$ cat src/rtl/wdog_pkg.sv
package wdog_pkg;
   // Control/status word bit positions
   localparam int EN_POS    = 0;
   localparam int STATE_POS = 1;
   localparam int CAUSE_POS = 2;
   localparam int EXP_LSB   = 8;

   // Mask of ones below bit n, used as the terminal count of a 2^n period
   function automatic logic [63:0] low_ones(input int unsigned n);
      logic [63:0] m;
      m = '0;
      for (int i = 0; i < 64; i++) begin
         if (i < int'(n)) m[i] = 1'b1;
      end
      return m;
   endfunction
endpackage

$ cat src/rtl/wdog_timebase.sv
module wdog_timebase #(
   parameter int CNT_W = 32,
   parameter int EXP_W = 5
) (
   input  logic             clk,
   input  logic             rst_n,
   input  logic             run_i,
   input  logic             kick_i,
   input  logic [EXP_W-1:0] exp_i,
   output logic             expire_o
);
   logic [CNT_W-1:0] cnt_q;
   logic [CNT_W-1:0] limit;

   assign limit    = ~({CNT_W{1'b1}} << exp_i);
   assign expire_o = run_i && !kick_i && (cnt_q == limit);

   always_ff @(posedge clk or negedge rst_n) begin
      if (!rst_n) begin
         cnt_q <= '0;
      end else if (!run_i || kick_i || expire_o) begin
         cnt_q <= '0;
      end else begin
         cnt_q <= cnt_q + 1'b1;
      end
   end

   p_cnt_window_r4: assert property (@(posedge clk) disable iff (!rst_n)
      cnt_q <= limit);
   p_idle_zero_r11: assert property (@(posedge clk) disable iff (!rst_n)
      !run_i |=> (cnt_q == '0));
endmodule

$ cat src/rtl/wdog_regs.sv
module wdog_regs #(
   parameter int EXP_W   = 5,
   parameter int EXP_RST = 20
) (
   input  logic             clk,
   input  logic             rst_n,
   input  logic             wr_en_i,
   input  logic             set_en_i,
   input  logic             clr_state_i,
   input  logic             clr_cause_i,
   input  logic [EXP_W-1:0] exp_wr_i,
   input  logic             expire_i,
   input  logic             fire_i,
   output logic             en_o,
   output logic             state_o,
   output logic             cause_o,
   output logic [EXP_W-1:0] exp_o
);
   logic             en_q, state_q, cause_q;
   logic [EXP_W-1:0] exp_q;

   always_ff @(posedge clk or negedge rst_n) begin
      if (!rst_n) begin
         en_q    <= 1'b0;
         state_q <= 1'b0;
         cause_q <= 1'b0;
         exp_q   <= EXP_W'(EXP_RST);
      end else begin
         if (wr_en_i && set_en_i) en_q <= 1'b1;
         if (wr_en_i && !en_q)    exp_q <= exp_wr_i;

         if (fire_i)                      state_q <= 1'b0;
         else if (expire_i)               state_q <= 1'b1;
         else if (wr_en_i && clr_state_i) state_q <= 1'b0;

         if (fire_i)                      cause_q <= 1'b1;
         else if (wr_en_i && clr_cause_i) cause_q <= 1'b0;
      end
   end

   assign en_o    = en_q;
   assign state_o = state_q;
   assign cause_o = cause_q;
   assign exp_o   = exp_q;

   p_en_sticky_r2: assert property (@(posedge clk) disable iff (!rst_n)
      en_q |=> en_q);
   p_exp_locked_r3: assert property (@(posedge clk) disable iff (!rst_n)
      en_q |=> $stable(exp_q));
   p_state_off_after_fire_r6: assert property (@(posedge clk) disable iff (!rst_n)
      fire_i |=> !state_q);
   p_cause_after_fire_r10: assert property (@(posedge clk) disable iff (!rst_n)
      fire_i |=> cause_q);
endmodule

$ cat src/rtl/wdog_rstgen.sv
module wdog_rstgen #(
   parameter int RST_LEN = 32
) (
   input  logic clk,
   input  logic rst_n,
   input  logic fire_i,
   output logic active_o
);
   localparam int RC_W = (RST_LEN > 2) ? $clog2(RST_LEN) : 1;
   localparam logic [RC_W-1:0] LAST = RC_W'(RST_LEN - 1);

   logic            active_q;
   logic [RC_W-1:0] rcnt_q;

   always_ff @(posedge clk or negedge rst_n) begin
      if (!rst_n) begin
         active_q <= 1'b0;
         rcnt_q   <= '0;
      end else if (fire_i && !active_q) begin
         active_q <= 1'b1;
         rcnt_q   <= '0;
      end else if (active_q) begin
         if (rcnt_q == LAST) begin
            active_q <= 1'b0;
            rcnt_q   <= '0;
         end else begin
            rcnt_q <= rcnt_q + 1'b1;
         end
      end
   end

   assign active_o = active_q;

   p_pulse_len_r6: assert property (@(posedge clk) disable iff (!rst_n)
      $fell(active_q) |-> ($past(rcnt_q) == LAST));
   p_no_refire_r6: assert property (@(posedge clk) disable iff (!rst_n)
      active_q |-> !fire_i);
endmodule

$ cat src/rtl/wdog_dual.sv
module wdog_dual #(
   parameter int CNT_W     = 32,
   parameter int EXP_W     = 5,
   parameter int EXP_RST   = 20,
   parameter int RST_LEN   = 32,
   parameter int REG_W     = 16,
   parameter bit IRQ_PULSE = 1'b0
) (
   input  logic             clk,
   input  logic             rst_n,
   input  logic             wr_en,
   input  logic [REG_W-1:0] wr_data,
   input  logic             kick,
   output logic [REG_W-1:0] rd_data,
   output logic             wd_irq,
   output logic             wd_rst
);
   import wdog_pkg::*;

   localparam int MAX_EXP = (1 << EXP_W) - 1;

   if (CNT_W < MAX_EXP) begin : g_bad_cnt
      $error("CNT_W must cover the largest exponent");
   end
   if (REG_W < EXP_LSB + EXP_W) begin : g_bad_reg
      $error("REG_W too narrow for the exponent field");
   end
   if (RST_LEN < 2) begin : g_bad_len
      $error("RST_LEN must be at least 2");
   end
   if (EXP_RST > MAX_EXP) begin : g_bad_def
      $error("EXP_RST does not fit the exponent field");
   end

   logic             en, st, cause, expire, fire, rst_act, run;
   logic [EXP_W-1:0] exp_val;

   assign run  = en && !rst_act;
   assign fire = expire && st;

   wdog_timebase #(.CNT_W(CNT_W), .EXP_W(EXP_W)) u_tb (
      .clk(clk), .rst_n(rst_n), .run_i(run), .kick_i(kick),
      .exp_i(exp_val), .expire_o(expire)
   );

   wdog_regs #(.EXP_W(EXP_W), .EXP_RST(EXP_RST)) u_regs (
      .clk(clk), .rst_n(rst_n), .wr_en_i(wr_en),
      .set_en_i(wr_data[EN_POS]), .clr_state_i(wr_data[STATE_POS]),
      .clr_cause_i(wr_data[CAUSE_POS]),
      .exp_wr_i(wr_data[EXP_LSB +: EXP_W]),
      .expire_i(expire), .fire_i(fire),
      .en_o(en), .state_o(st), .cause_o(cause), .exp_o(exp_val)
   );

   wdog_rstgen #(.RST_LEN(RST_LEN)) u_rg (
      .clk(clk), .rst_n(rst_n), .fire_i(fire), .active_o(rst_act)
   );

   if (IRQ_PULSE) begin : g_irq_pulse
      logic irq_q;
      always_ff @(posedge clk or negedge rst_n) begin
         if (!rst_n) irq_q <= 1'b0;
         else        irq_q <= expire && !st;
      end
      assign wd_irq = irq_q;
   end else begin : g_irq_level
      assign wd_irq = st;
   end

   always_comb begin
      rd_data                     = '0;
      rd_data[EN_POS]             = en;
      rd_data[STATE_POS]          = st;
      rd_data[CAUSE_POS]          = cause;
      rd_data[EXP_LSB +: EXP_W]   = exp_val;
   end

   assign wd_rst = rst_act;

   p_warn_first_r6: assert property (@(posedge clk) disable iff (!rst_n)
      $rose(wd_rst) |-> $past(st));
   p_cause_on_rst_r10: assert property (@(posedge clk) disable iff (!rst_n)
      wd_rst |-> cause || $past(wr_en && wr_data[CAUSE_POS]));
   p_quiet_when_off_r11: assert property (@(posedge clk) disable iff (!rst_n)
      !en |-> !expire);
endmodule

$ cat config.mk
export PLATFORM = sky130hd
export DESIGN_NAME = wdog_dual
export DESIGN_NICKNAME = d
export VERILOG_FILES = /design/src/rtl/wdog_pkg.sv /design/src/rtl/wdog_timebase.sv /design/src/rtl/wdog_regs.sv /design/src/rtl/wdog_rstgen.sv /design/src/rtl/wdog_dual.sv
export SDC_FILE = /design/constraint.sdc
export NUM_CORES = 1
export LEC_CHECK = 0
export ABC_AREA = 1
export BUFFER_PORTS_ARGS = -buffer_cell sky130_fd_sc_hd__clkbuf_2
export CAP_MARGIN = 40
export CORE_MARGIN = 2
export CORE_UTILIZATION = 42
export CTS_CLUSTER_SIZE = 20
export DETAILED_ROUTE_END_ITERATION = 8
export GPL_TIMING_DRIVEN = 0
export SLEW_MARGIN = 20
export SYNTH_ARGS = -nofsm -noshare
export SYNTH_HDL_FRONTEND = slang
export SYNTH_SLANG_ARGS = --single-unit
$ cat constraint.sdc
create_clock -name clk -period 3.35 [get_ports clk]
set_input_delay 0 -clock clk [delete_from_list [all_inputs] [get_ports clk]]
set_output_delay 0 -clock clk [all_outputs]
set_load 0.05 [all_outputs]
### Word level (Yosys, flattened, before mapping)

Index checks and enable logic that the tools add are counted.

* $add $sub $neg: 2
* eq/ne operators: 2
* shift-type cells: 1
* mux-type cells: 12
* bitwise operators: 1
* reduce and logical (&&, ||, !) cells: 18

Operators with widths (count)
* $add A32 B1 Y32 const B: 1
* $eq A32 B32 Y1: 1
* $mux W32: 1
* $not A32 Y32: 1
* $shl A32 B5 Y32 const A: 1
* $mux W5: 3
* $logic_and A1 B1 Y1: 9
* $mux W1: 8
* $add A5 B1 Y5 const B: 1
* $eq A5 B5 Y1 const B: 1
* $logic_not A1 Y1: 4
* $reduce_bool A2 Y1: 2
* $reduce_bool A3 Y1: 1
* $logic_or A1 B1 Y1: 2

* register bits after elaboration: 46
* input bits: 20
* output and inout port bits: 18
* word-level logic and storage cells: 43

### Depth between registers and ports, before layout

Gate-level depths: netlist of the first run.

* depth in word-level cells: 7
* gate-level depth with buffers: 15
* gate-level depth less buffers: 13

### By module

A second synthesis of the first run with hierarchy kept.

* cells, all modules: 471
* area, all modules: 3357.0 um2

Modules (own cells, without submodules)
* wdog_timebase: times used 1, cells an instance 386, area an instance 2628.8 um2, seq. area each 800.8 um2
* wdog_regs: times used 1, cells an instance 38, area an instance 324.1 um2, seq. area each 202.7 um2
* wdog_rstgen: times used 1, cells an instance 31, area an instance 300.3 um2, seq. area each 150.1 um2
* wdog_dual: times used 1, cells an instance 16, area an instance 103.8 um2, seq. area each 0.0 um2

### Worst setup path before layout of the first run

No wires, ideal clock.

* path type: register to register
* start point: register u_regs.exp_q[3] (netlist: u_regs.exp_o[3])
* end point: register u_tb.cnt_q[20]
* arrival: 2.042 ns
* required time: 3.228 ns
* path slack: 1.186 ns
* stages on the path, launching flop included: 13
* buffers on the path: 2
* period minus slack after synthesis: 2.164 ns
* cell sequence: dfrtp_1 -> clkbuf_2 -> nand2_2 -> nor2_1 -> xor2_1 -> nand2_1 -> nor2_1 -> nand2_1 -> nor2_1 -> nand2_1 -> nand2_2 -> buf_4 -> nor3_1

* longest elaborated chain between the ends: 6

RTL lines
* start, declared: line wdog_regs.sv:20 `logic [EXP_W-1:0] exp_q;`
* start signal, assigned: line wdog_regs.sv:27 `exp_q <= EXP_W'(EXP_RST);`
* start signal, assigned: line wdog_regs.sv:30 `if (wr_en_i && !en_q) exp_q <= exp_wr_i;`
* $shl A32 B5 Y32: line wdog_timebase.sv:15 `assign limit = ~({CNT_W{1'b1}} << exp_i);`
* $not A32 Y32: line wdog_timebase.sv:15
* $eq A32 B32 Y1: line wdog_timebase.sv:16 `assign expire_o = run_i && !kick_i && (cnt_q == limit);`
* $logic_and A1 B1 Y1: line wdog_timebase.sv:16
* $logic_or A1 B1 Y1: line wdog_timebase.sv:21 `end else if (!run_i || kick_i || expire_o) begin`
* $mux W32: line wdog_timebase.sv:21
* end signal, assigned: line wdog_timebase.sv:24 `cnt_q <= cnt_q + 1'b1;`
* end, declared: line wdog_timebase.sv:12 `logic [CNT_W-1:0] cnt_q;`

Every way passes these cells.
A chain may end at the register's enable or synchronous reset.

### Worst setup path after layout of the first run

* start point: register u_regs.exp_q[1] (netlist: u_regs.exp_o[1])
* end point: register u_tb.cnt_q[20]

Same word-level chain as after synthesis.

==> key figures, run 1 <==
Timing
  • Setup TNS: 0 ps
  • Setup Viol. Count Final: 0
  • Worst slew pin tran: 641 ps
  • Worst Skew: 5.14 ps
  • Hold WS: 28.1 ps
  • Unrepaired setup endpoints after global routing: no
  • Final Max Slew Viols: 0
  • Final min period: 2340 ps
  • Fmax: 0.428 GHz
  • Final worst-path cycle share: 69.8%
  • Final Hold Vio Count: 0
  • Slew Limit Headroom: 57.2%

Layout
  • Most common cell after layout, fill and taps aside: nand2_1
  • # nets final: 546
  • Area growth from synthesis to layout: 15.9%
  • Most frequent cells in the layout: nand2_1 (144), nor2_1 (68), inv_1 (48), nand3_1 (48), dfrtp_1 (44)
  • Layout cells sized above 1: 12.4%
  • Non-Filler Instances: 623
  • Antenna Cells: 0
  • Final Core Density: 50.8%

Critical path
  • CP Cell Sequence: buf_2, nor2_2, nand2_1, nand2_1, nand2_1, nand2_1, nand2_1, nor2_1, nand2_1, nor2_2, nand2_1, nand2_2, buf_4, nor3_1
  • Reg2Reg Setup Slack: 1010 ps
  • CP Max Fanout: 10
  • CP Launch Point: u_regs.exp_o[1]
  • Reg-to-reg startpoint: u_regs.exp_o[1]
  • R2r endpoint: u_tb.cnt_q[20]
  • Worst Setup End Kind: flop
  • Slowest Stage Delay on Critical Path: 380 ps
  • CP arrival: 2530 ps
  • Worst setup SP type: flop
  • FF-to-FF path depth: 14
  • CP Capture Point: u_tb.cnt_q[20]
  • Data required, critical path: 3540 ps
  • Crit-path slowest cell: dfrtp_1
  • Crit path top cell by count: nand2_1
  • Kind of critical path: reg -> reg

Detailed routing
  • Initial DRC count: 246
  • Residual DRC: 0
  • Metal3 WL: 371 um
  • Final ANT Viol Nets: 0
  • DR top layer: met4
  • DR WL/cell: 13.6 um
  • M1 WL: 4070 um
  • Vias per Instance: 5.04
  • WL final: 8460 um
  • Met2 wire length: 3860 um
  • Total iterations of the first detailed-routing run: 5
  • Vias: 3142

Synth
  • #FFs+latches synth: 46
  • Top cells by area, synth: dfrtp_1 (34%), nand2_1 (17%), nor2_1 (7.9%), nand3_1 (7.5%), inv_1 (5.6%)
  • XOR/XNOR Fraction of Synth Area: 6.27%
  • Post-Syn Instances: 477
  • Post-Syn Area: 3210 um2
  • Proportion of synthesized area in mux cells: 0%
  • Post-synthesis cell type count: 31
  • Synth Area in Simple Gates: 43.5%
  • Largest family of logic cells by synthesized area: simple AND/OR/NAND/NOR gates
  • Synth Area in Compound Gates: 2.96%
  • Ys Warns: 0
  • Post-synth top area cell: dfrtp_1
  • Share of the synthesized area in the top cell type: 34.3%
  • Register area share after synthesis: 35.9%
  • Syn_area_per_cell: 6.73 um2
  • Post-Synth Adder-Cell Area: 1.17%

Clock tree
  • TritonCTS clock tree: built
  • Clk sink count: 46
  • CTS H-tree depth: 2
  • Num CTS Buffers: 5
  • Cts repair resizes: 0
  • Clock Latency Late Sink: 300 ps
  • Deepest clock path buffer count: 2
  • CTS root buf: clkbuf_8
  • CTS clock-pin slew for the worst setup and hold paths: 90 ps

Outcome
  • Status: complete, no violations

Global routing
  • Total grt overflow: 0
  • Vias in the first global route: 2934
  • First-pass GRT wire length: 14300 um
  • GR Util All Layers: 21.3%
  • Initial antenna violation count: 0
  • Largest net degree at the start of global routing: 47

Power and ir drop
  • Switching power: 0.000250 W
  • Combinational share of power: 6.5%
  • Peak VDD IR: 0.000149 V
  • Internal Power: 0.000903 W
  • Sw frac: 21.7%
  • Power Dens Cells: 310 nW/um2
  • Flop pwr share: 48.7%
  • LEAKAGE: 1.76 nW
  • Clk pwr share: 44.8%
  • Power consumption: 0.00115 W

Place
  • DP Cell Count: 604
  • Number of port buffers: 21
  • RePlAce Congestion: 0.948
  • DP HPWL: 6430 um

Hold path
  • Hold WC Path Type: in -> reg

Run
  • Max-Cap Viols: 0

Floorplanning
  • I/O pins: 38
  • Die width: 91.5 um
  • Die Height: 91.5 um
  • Die footprint: 8360 um2
  • Initial Util: 43.8%
  • Row cnt: 31
  • Total core area: 7330 um2
==> final cells by class <==
type,instances,area (um2)
clock inverters,2,60.1
fillers,741,3610
inverters,51,191
clock buffers,6,82.6
well taps,99,124
plain buffers,19,133
flip-flops and latches,46,1150
repair buffers,32,218
multi-input cells,368,1760
==> per-stage QoR <==
stage / setup slack (ps) / area (um2)
after floorplan: 1190 / 3240
after CTS: 1040 / 3720
after global routing: 819 / 3720
final: 1010 / 3720
after detailed placement: 1060 / 3470
after global placement: 1040 / 3470
==> how the worst min path moves through the flow <==
| stage | start | end | slack (ps) | cells after the start |
|---|---|---|---|---|
| 2_1_floorplan | rst_n | u_regs.cause_o | -300 | 0 |
| 3_3_place_gp | wr_data[0] | u_regs.en_o | 200 | 3 |
| 3_5_place_dp | rst_n | u_tb.cnt_q[8] | 100 | 1 |
| 4_1_cts | wr_en | u_regs.state_o | 30 | 4 |
| 5_1_grt | kick | u_regs.state_o | 80 | 4 |
| 6_report | wr_en | u_regs.state_o | 30 | 4 |
==> cells by family after synthesis <==
kind of cell / after synthesis
AO/OA/AOI/OAI: 18
XOR/XNOR: 23
adder cells (fa/ha/maj): 3
buffers and inverters: 70
flip-flops: 46
other: 1
AND/OR/NAND/NOR: 316
==> synth_stat cells, drive strengths merged <==
cell type  count
o21ai          6
nand4         11
buf           18
nor3          21
o21bai         2
dfstp          2
a21oi         10
or2            1
xnor2          3
nor3b          4
dfrtp         44
clkbuf         1
nand3         48
conb           1
inv           51
or3            1
nor4           7
ha             3
nand3b         3
xor2          20
nor2          74
nand2        146
==> routing by layer <==
metal  vias to the layer above  GRT usage, %
met5                         -             0
met4                         0          6.94
met3                        12          2.57
met2                        82          34.2
met1                      1454          29.8
li1                       1594             -
==> power by group through the flow <==
stage	combinational (W)	sequential, W	clock (W)
global placement	0.0000662	0.000572	0
finish	0.0000754	0.000561	0.000517
detailed placement	0.0000665	0.000572	0
CTS	0.0000765	0.000561	0.000530
global route	0.0000831	0.000562	0.000551
floorplan	0.0000421	0.000571	0
==> timing repair <==
item | in CTS | in global routing
hold buffers | 11 | 0
buffers inserted | 0 | 0
hold endpoints to repair | 52 | 0
==> critical path: cells and delay by family (launching register included) <==
kind	cells	cell delay, ps
buf+inv	2	410
simple gates	12	1450
flops	1	380
==> state kept, by name, summed over array words and instances, names as in the netlist <==
name and cells:
u_tb.cnt_q 32, u_regs.en_o 1, u_regs.exp_o 5, u_regs.cause_o 1, u_rg.rcnt_q 5, u_rg.active_o 1, u_regs.state_o 1
Note: power is estimated with default switching activity, not from simulation.
==> run 2: changes to the inputs <==
--- a/config.mk
+++ b/config.mk
@@ -5,7 +5,7 @@
 export SDC_FILE = /design/constraint.sdc
 export NUM_CORES = 1
 export LEC_CHECK = 0
-export ABC_AREA = 1
+export ABC_AREA = 0
 export BUFFER_PORTS_ARGS = -buffer_cell sky130_fd_sc_hd__clkbuf_2
 export CAP_MARGIN = 40
 export CORE_MARGIN = 2
==> constraint.sdc (replaced) <==
create_clock -name clk -period 2.2 [get_ports clk]
set_input_delay 0 -clock clk [delete_from_list [all_inputs] [get_ports clk]]
set_output_delay 0 -clock clk [all_outputs]
set_load 0.05 [all_outputs]
==> run 2 against run 1 <==
  * The flow now finishes with violations (setup timing)
  * Power up 140%
  * Largest power group is now combinational cells
  * Cell area up 9.5%
  * Sequential power up 64%
  * Final cell count down 17%
  * Clock skew about the same
==> key figures, run 2 <==
Critical path
  • CP top delay family: compound AO/OA/AOI/OAI gates
  • Crit-path slowest cell: dfstp_2
  • CP Max Fanout: 7
  • Crit path buf inv count: 2
  • Crit path depth: 8
  • CP arrival: 2680 ps
  • Slowest Stage Delay on Critical Path: 550 ps
  • Data required, critical path: 2390 ps
  • Kind of critical path: reg -> reg
  • Worst Setup End Kind: flop
  • CP Cell Sequence: buf_6, inv_4, maj3_2, o22a_1, a2111oi_4, nand4_1, nor3_4, o22ai_1
  • Worst setup SP type: flop
  • FF-to-FF path depth: 8

Timing
  • Fmax: 0.401 GHz
  • Hold WS: 18.1 ps
  • Worst setup margin: -292 ps
  • Worst Skew: 5.49 ps
  • Final Hold Vio Count: 0
  • Slew Limit Headroom: 56.1%
  • Setup Viol. Count Final: 40
  • Final Max Slew Viols: 0
  • Final min period: 2490 ps
  • Worst slew pin tran: 659 ps
  • Final worst-path cycle share: 113%
  • Unrepaired setup endpoints after global routing: yes

Synth
  • Number of synthesized flops with an enable pin: 0
  • Post-synthesis cell type count: 58
  • Post-synth top area cell: dfrtp_1
  • Post-Syn Instances: 355
  • Top cells by area, synth: dfrtp_1 (35%), xor2_1 (6.4%), xnor2_1 (5.0%), nor2_1 (4.7%), nand2_1 (3.5%)
  • Async SR Flop Fraction: 100%
  • Share of the synthesized area in the top cell type: 35.0%
  • Commonest cells post-synth: dfrtp_1 (44), nor2_1 (39), nand2_1 (29)
  • Leading cell type by number of instances after synthesis: dfrtp_1
  • Syn_area_per_cell: 8.86 um2
  • #FFs+latches synth: 46
  • Ys Warns: 0
  • Register area share after synthesis: 36.7%
  • Post-Syn Area: 3140 um2
  • Most used DFF post-synth: dfrtp_1

Floorplanning
  • Die width: 90.5 um
  • Total core area: 7250 um2
  • Row cnt: 31
  • Initial Util: 43.4%
  • Die Height: 90.5 um
  • I/O pins: 38
  • Die footprint: 8190 um2

Place
  • Worst slack, placed: -445 ps
  • RePlAce Congestion: 0.953
  • DP HPWL: 5580 um
  • DP Cell Count: 482
  • Number of port buffers: 21

Layout
  • Layout cells sized above 1: 32.5%
  • Largest reg by FF count: u_tb.cnt_q
  • # nets final: 440
  • Non-Filler Instances: 517
  • Area growth from synthesis to layout: 29.6%
  • Largest register FFs: 32
  • Most frequent cells in the layout: dfrtp_1 (41), nor2_2 (31), nand2_1 (29), buf_4 (25), xor2_1 (23)
  • Fill count: 646
  • Most common cell after layout, fill and taps aside: dfrtp_1
  • Antenna Cells: 0

Global routing
  • Initial antenna violation count: 0
  • GR met1 Demand/Resource: 28.7%
  • Largest net degree at the start of global routing: 47
  • First-pass GRT wire length: 13800 um
  • Gr busiest metal: met2
  • Vias in the first global route: 2708
  • GR Util All Layers: 21.1%
  • GR Layer Usage met2: 33.5%
  • Total grt overflow: 0
  • Grt met3 use: 4.59%

Clock tree
  • Clk sink count: 46
  • CTS root buf: clkbuf_8
  • CTS H-tree depth: 2
  • CTS clock-pin slew for the worst setup and hold paths: 90 ps
  • Num CTS Buffers: 5
  • Clock Latency Late Sink: 310 ps
  • Deepest clock path buffer count: 2
  • TritonCTS clock tree: built

Detailed routing
  • Total iterations of the first detailed-routing run: 5
  • DR WL/cell: 16.4 um
  • Initial DRC count: 251
  • WL final: 8500 um
  • Vias: 2753
  • Final ANT Viol Nets: 0
  • Vias per Instance: 5.32
  • Residual DRC: 0

Hold path
  • Hold WC Path Type: in -> reg
  • Hold path cells: 4

Power and ir drop
  • Power consumption: 0.00275 W
  • Internal Power: 0.00180 W
  • Clk pwr share: 28.6%
  • Combinational share of power: 37.9%
  • Flop pwr share: 33.5%
  • Peak VDD IR: 0.000269 V
  • Switching power: 0.000955 W
  • LEAKAGE: 1.72 nW
  • Sw frac: 34.7%
  • Power Dens Cells: 675 nW/um2

Outcome
  • Status: finished, violations left
  • Violated checks: setup timing

Run
  • Max-Cap Viols: 0
run 2: path summary, 6_finish.rpt:
check                                      from         endpoint  slack, ps
worst max-delay path            u_regs.exp_o[2]   u_rg.rcnt_q[2]       -290
min in group asynchronous                 rst_n   u_tb.cnt_q[17]        260
max in group asynchronous                 rst_n  u_regs.exp_o[1]       1440
worst min register to register   u_regs.cause_o   u_regs.cause_o        490
worst min-delay path                      wr_en   u_regs.state_o         20
worst max register to register  u_regs.exp_o[2]   u_rg.rcnt_q[2]       -290
run 2: power groups by stage:
| stage | Clock [W] | Combinational (W) | Sequential [W] |
|---|---|---|---|
| 2_1_floorplan | 0 | 0.000555 | 0.00100 |
| 6_report | 0.000787 | 0.00104 | 0.000921 |
| 5_1_grt | 0.000839 | 0.00112 | 0.000925 |
| 4_1_cts | 0.000806 | 0.000948 | 0.000921 |
| 3_5_place_dp | 0 | 0.000809 | 0.000935 |
| 3_3_place_gp | 0 | 0.000803 | 0.000934 |
run 2: cells by family after synthesis:
group	after synthesis	share of synthesized area [%]
buf+inv	42	7.80
other cells	1	0.119
xor+xnor	41	11.4
flops	46	36.7
mux	5	1.71
simple gates	155	25.9
compound gates	61	14.8
fa+ha+maj	4	1.51
run 2: worst min-delay path: stages:
cell and delay (ps):
clkbuf_2 110, nand2_1 60, nand2_1 60, mux2i_1 60
run 2: repair_timing:
item                       in CTS  in global routing
pin swaps                       6                  8
hold endpoints to repair       52                  0
gates resized for setup        35                 27
buffers inserted                7                  8
gates cloned                    1                  2
setup endpoints to repair      40                 40
hold buffers                   11                  0
run 2: cell type report:
type / instances / area, um2 / share of cell area, %
Sequential cell: 46 / 1160 / 28.4
Buffer: 33 / 283 / 6.94
Tap cell: 99 / 124 / 3.04
Clock inverter: 2 / 60.1 / 1.47
Timing Repair Buffer: 50 / 415 / 10.2
Clock buffer: 6 / 82.6 / 2.03
Inverter: 7 / 28.8 / 0.706
Multi-Input combinational cell: 274 / 1930 / 47.2
run 2: through the flow:
stage	area [um2]	TNS, ps	util [%]
3_3_place_gp	3430	-14400	47.3
4_1_cts	3890	-9880	53.6
5_1_grt	4080	-13270	56.2
6_report	4080	-10280	56.2
2_1_floorplan	3200	-8140	-
3_5_place_dp	3440	-15960	47.4
run 2: per-layer routing:
metal / vias up / wire length (um)
met1: 1292 / 3860
met5: - / 0
li1: 1344 / -
met4: 0 / 141
met2: 101 / 3880
met3: 16 / 618
==> run 3: changes to the inputs <==
--- a/config.mk
+++ b/config.mk
@@ -8,11 +8,12 @@
 export ABC_AREA = 0
 export BUFFER_PORTS_ARGS = -buffer_cell sky130_fd_sc_hd__clkbuf_2
 export CAP_MARGIN = 40
+export CORE_ASPECT_RATIO = 1.4
 export CORE_MARGIN = 2
 export CORE_UTILIZATION = 42
 export CTS_CLUSTER_SIZE = 20
 export DETAILED_ROUTE_END_ITERATION = 8
-export GPL_TIMING_DRIVEN = 0
+export GPL_TIMING_DRIVEN = 1
 export SLEW_MARGIN = 20
 export SYNTH_ARGS = -nofsm -noshare
 export SYNTH_HDL_FRONTEND = slang
==> run 3 against run 2 <==
  * The flow still finishes with violations (setup timing)
  * Power decreased by 6.6%
  * Hold slack worse by 12 ps
  * Critical path depth increased by 3
  * Die area is 0.11% higher
  * First-iteration DRC count down 62%
  * Register-to-register slack worse by 20 ps
  * Cell area rose by 1.8%
  * Core utilization grew 0.54 points
  * Flip-flop and latch count is the same
  * Clock skew increased by 5.2 ps
  * Critical endpoint is now u_tb.cnt_q[5]
==> key figures, run 3 (synthesis gave the netlist of run 2 again) <==
Timing
  • Unrepaired setup endpoints after global routing: yes
  • Final min period: 2510 ps
  • Final Max Slew Viols: 0
  • Final Hold Vio Count: 0
  • Worst Skew: 10.7 ps
  • Fmax: 0.399 GHz
  • Slew Limit Headroom: 59.5%
  • Final worst-path cycle share: 114%
  • Worst setup margin: -308 ps
  • Setup Viol. Count Final: 40
  • Worst slew pin tran: 606 ps

Floorplanning
  • Row cnt: 37
  • Die width: 77.1 um
  • Initial Util: 43.0%
  • Die Height: 106 um
  • Die footprint: 8200 um2
  • I/O pins: 38
  • Total core area: 7310 um2

Critical path
  • Reg2Reg Setup Slack: -310 ps
  • CP Max Fanout: 8
  • FF-to-FF path depth: 11
  • R2r endpoint: u_tb.cnt_q[5]
  • Data required, critical path: 2400 ps
  • Kind of critical path: reg -> reg
  • Worst setup SP type: flop
  • Reg-to-reg startpoint: u_regs.exp_o[3]
  • CP Capture Point: u_tb.cnt_q[5]
  • Slowest Stage Delay on Critical Path: 470 ps
  • Crit path top cell by count: o21ai_4
  • CP arrival: 2710 ps
  • Worst Setup End Kind: flop
  • CP Launch Point: u_regs.exp_o[3]
  • Crit-path slowest cell: dfrtp_2
  • CP Cell Sequence: buf_6, or3_4, o21ai_4, a211oi_4, a2111oi_4, buf_4, nand3b_4, o21ai_4, buf_12, clkbuf_16, nor2_2

Clock tree
  • CTS root buf: clkbuf_8
  • Clock Latency Late Sink: 310 ps
  • TritonCTS clock tree: built
  • Clk sink count: 46
  • CTS clock-pin slew for the worst setup and hold paths: 80 ps
  • CTS H-tree depth: 2
  • Num CTS Buffers: 5
  • Deepest clock path buffer count: 2

Global routing
  • GR Util All Layers: 21.7%
  • Vias in the first global route: 2789
  • First-pass GRT wire length: 13700 um
  • Total grt overflow: 0
  • Initial antenna violation count: 0
  • Largest net degree at the start of global routing: 33

Layout
  • Largest register FFs: 32
  • Layout cells sized above 1: 35.3%
  • Non-Filler Instances: 528
  • Fill count: 653
  • Antenna Cells: 0
  • Final Core Density: 56.7%
  • Largest reg by FF count: u_tb.cnt_q
  • # nets final: 454
  • Most common cell after layout, fill and taps aside: buf_4
  • Most frequent cells in the layout: buf_4 (56), dfrtp_1 (41), nand2_1 (29), nor2_2 (25), xor2_1 (23)
  • Area growth from synthesis to layout: 32.0%

Place
  • RePlAce Congestion: 0.958
  • DP HPWL: 5990 um
  • Worst slack, placed: -301 ps
  • Number of port buffers: 21
  • DP Cell Count: 486

Hold path
  • Hold WC Path Type: in -> reg

Detailed routing
  • Final ANT Viol Nets: 0
  • Initial DRC count: 95
  • Vias per Instance: 5.43
  • DR WL/cell: 17.1 um
  • Total iterations of the first detailed-routing run: 4
  • WL final: 9050 um
  • Vias: 2865
  • Residual DRC: 0

Run
  • Max-Cap Viols: 0

Power and ir drop
  • Power Dens Cells: 619 nW/um2
  • LEAKAGE: 1.77 nW
  • Peak VDD IR: 0.000277 V

Outcome
  • Violated checks: setup timing
  • Status: finished, violations left
==> run 3: what timing repair did <==
item	CTS	global route
hold endpoints to repair	29	0
setup endpoints to repair	40	40
hold buffers	11	0
resized for setup	7	46
pin swaps	7	14
gates cloned	0	3
setup buffers	14	7
==> run 3: through the flow <==
stage / TNS [ps] / area [um2] / hold slack [ps] / power (W)
6_report: -10760 / 4150 / 6.38 / 0.00257
5_1_grt: -13820 / 4150 / 49.7 / 0.00269
4_1_cts: -7560 / 3840 / 2.07 / 0.00243
3_5_place_dp: -8300 / 3520 / 15.3 / 0.00180
3_3_place_gp: -7090 / 3520 / 18.5 / 0.00179
2_1_floorplan: -8140 / 3200 / -296 / 0.00155
==> run 3: worst max-delay path, delay by kind of cell, from the launching register on <==
family | cells | cell delay [ps]
compound gates | 4 | 770
buf+inv | 4 | 650
simple gates | 3 | 520
flops | 1 | 470
==> run 3: final cells by class <==
cell class | count | area (um2) | share of cell area (%)
multi-input combinational | 274 | 1970 | 47.5
timing repair buffer | 97 | 793 | 19.1
tap | 97 | 121 | 2.92
clock buffer | 7 | 76.3 | 1.84
inverter | 7 | 28.8 | 0.693
sequential | 46 | 1160 | 27.9
==> run 3: routing by layer <==
layer | up-vias | track usage [%] | wire length (um)
met3 | 33 | 3.99 | 359
met1 | 1389 | 22.9 | 3420
met5 | - | 0 | 0
li1 | 1369 | - | -
met2 | 74 | 39.6 | 4790
met4 | 0 | 12.6 | 491
==> run 3: how the worst min path moves through the flow <==
stage               depth (start not counted)  slack [ps]  startpoint              to
finish                                      4           6       wr_en  u_regs.state_o
global route                                4          50       wr_en  u_regs.state_o
CTS                                         4           2       wr_en  u_regs.state_o
floorplan                                   0        -300       rst_n  u_regs.cause_o
global placement                            1          20       rst_n     u_regs.en_o
detailed placement                          1          20       rst_n     u_regs.en_o
==> run 3: power breakdown <==
group	total, W	internal (W)	switching [W]	leakage [nW]
logic	0.00113	0.000508	0.000625	1.14
clock network	0.000498	0.000219	0.000279	0.0383
registers	0.000937	0.000881	0.0000562	0.593
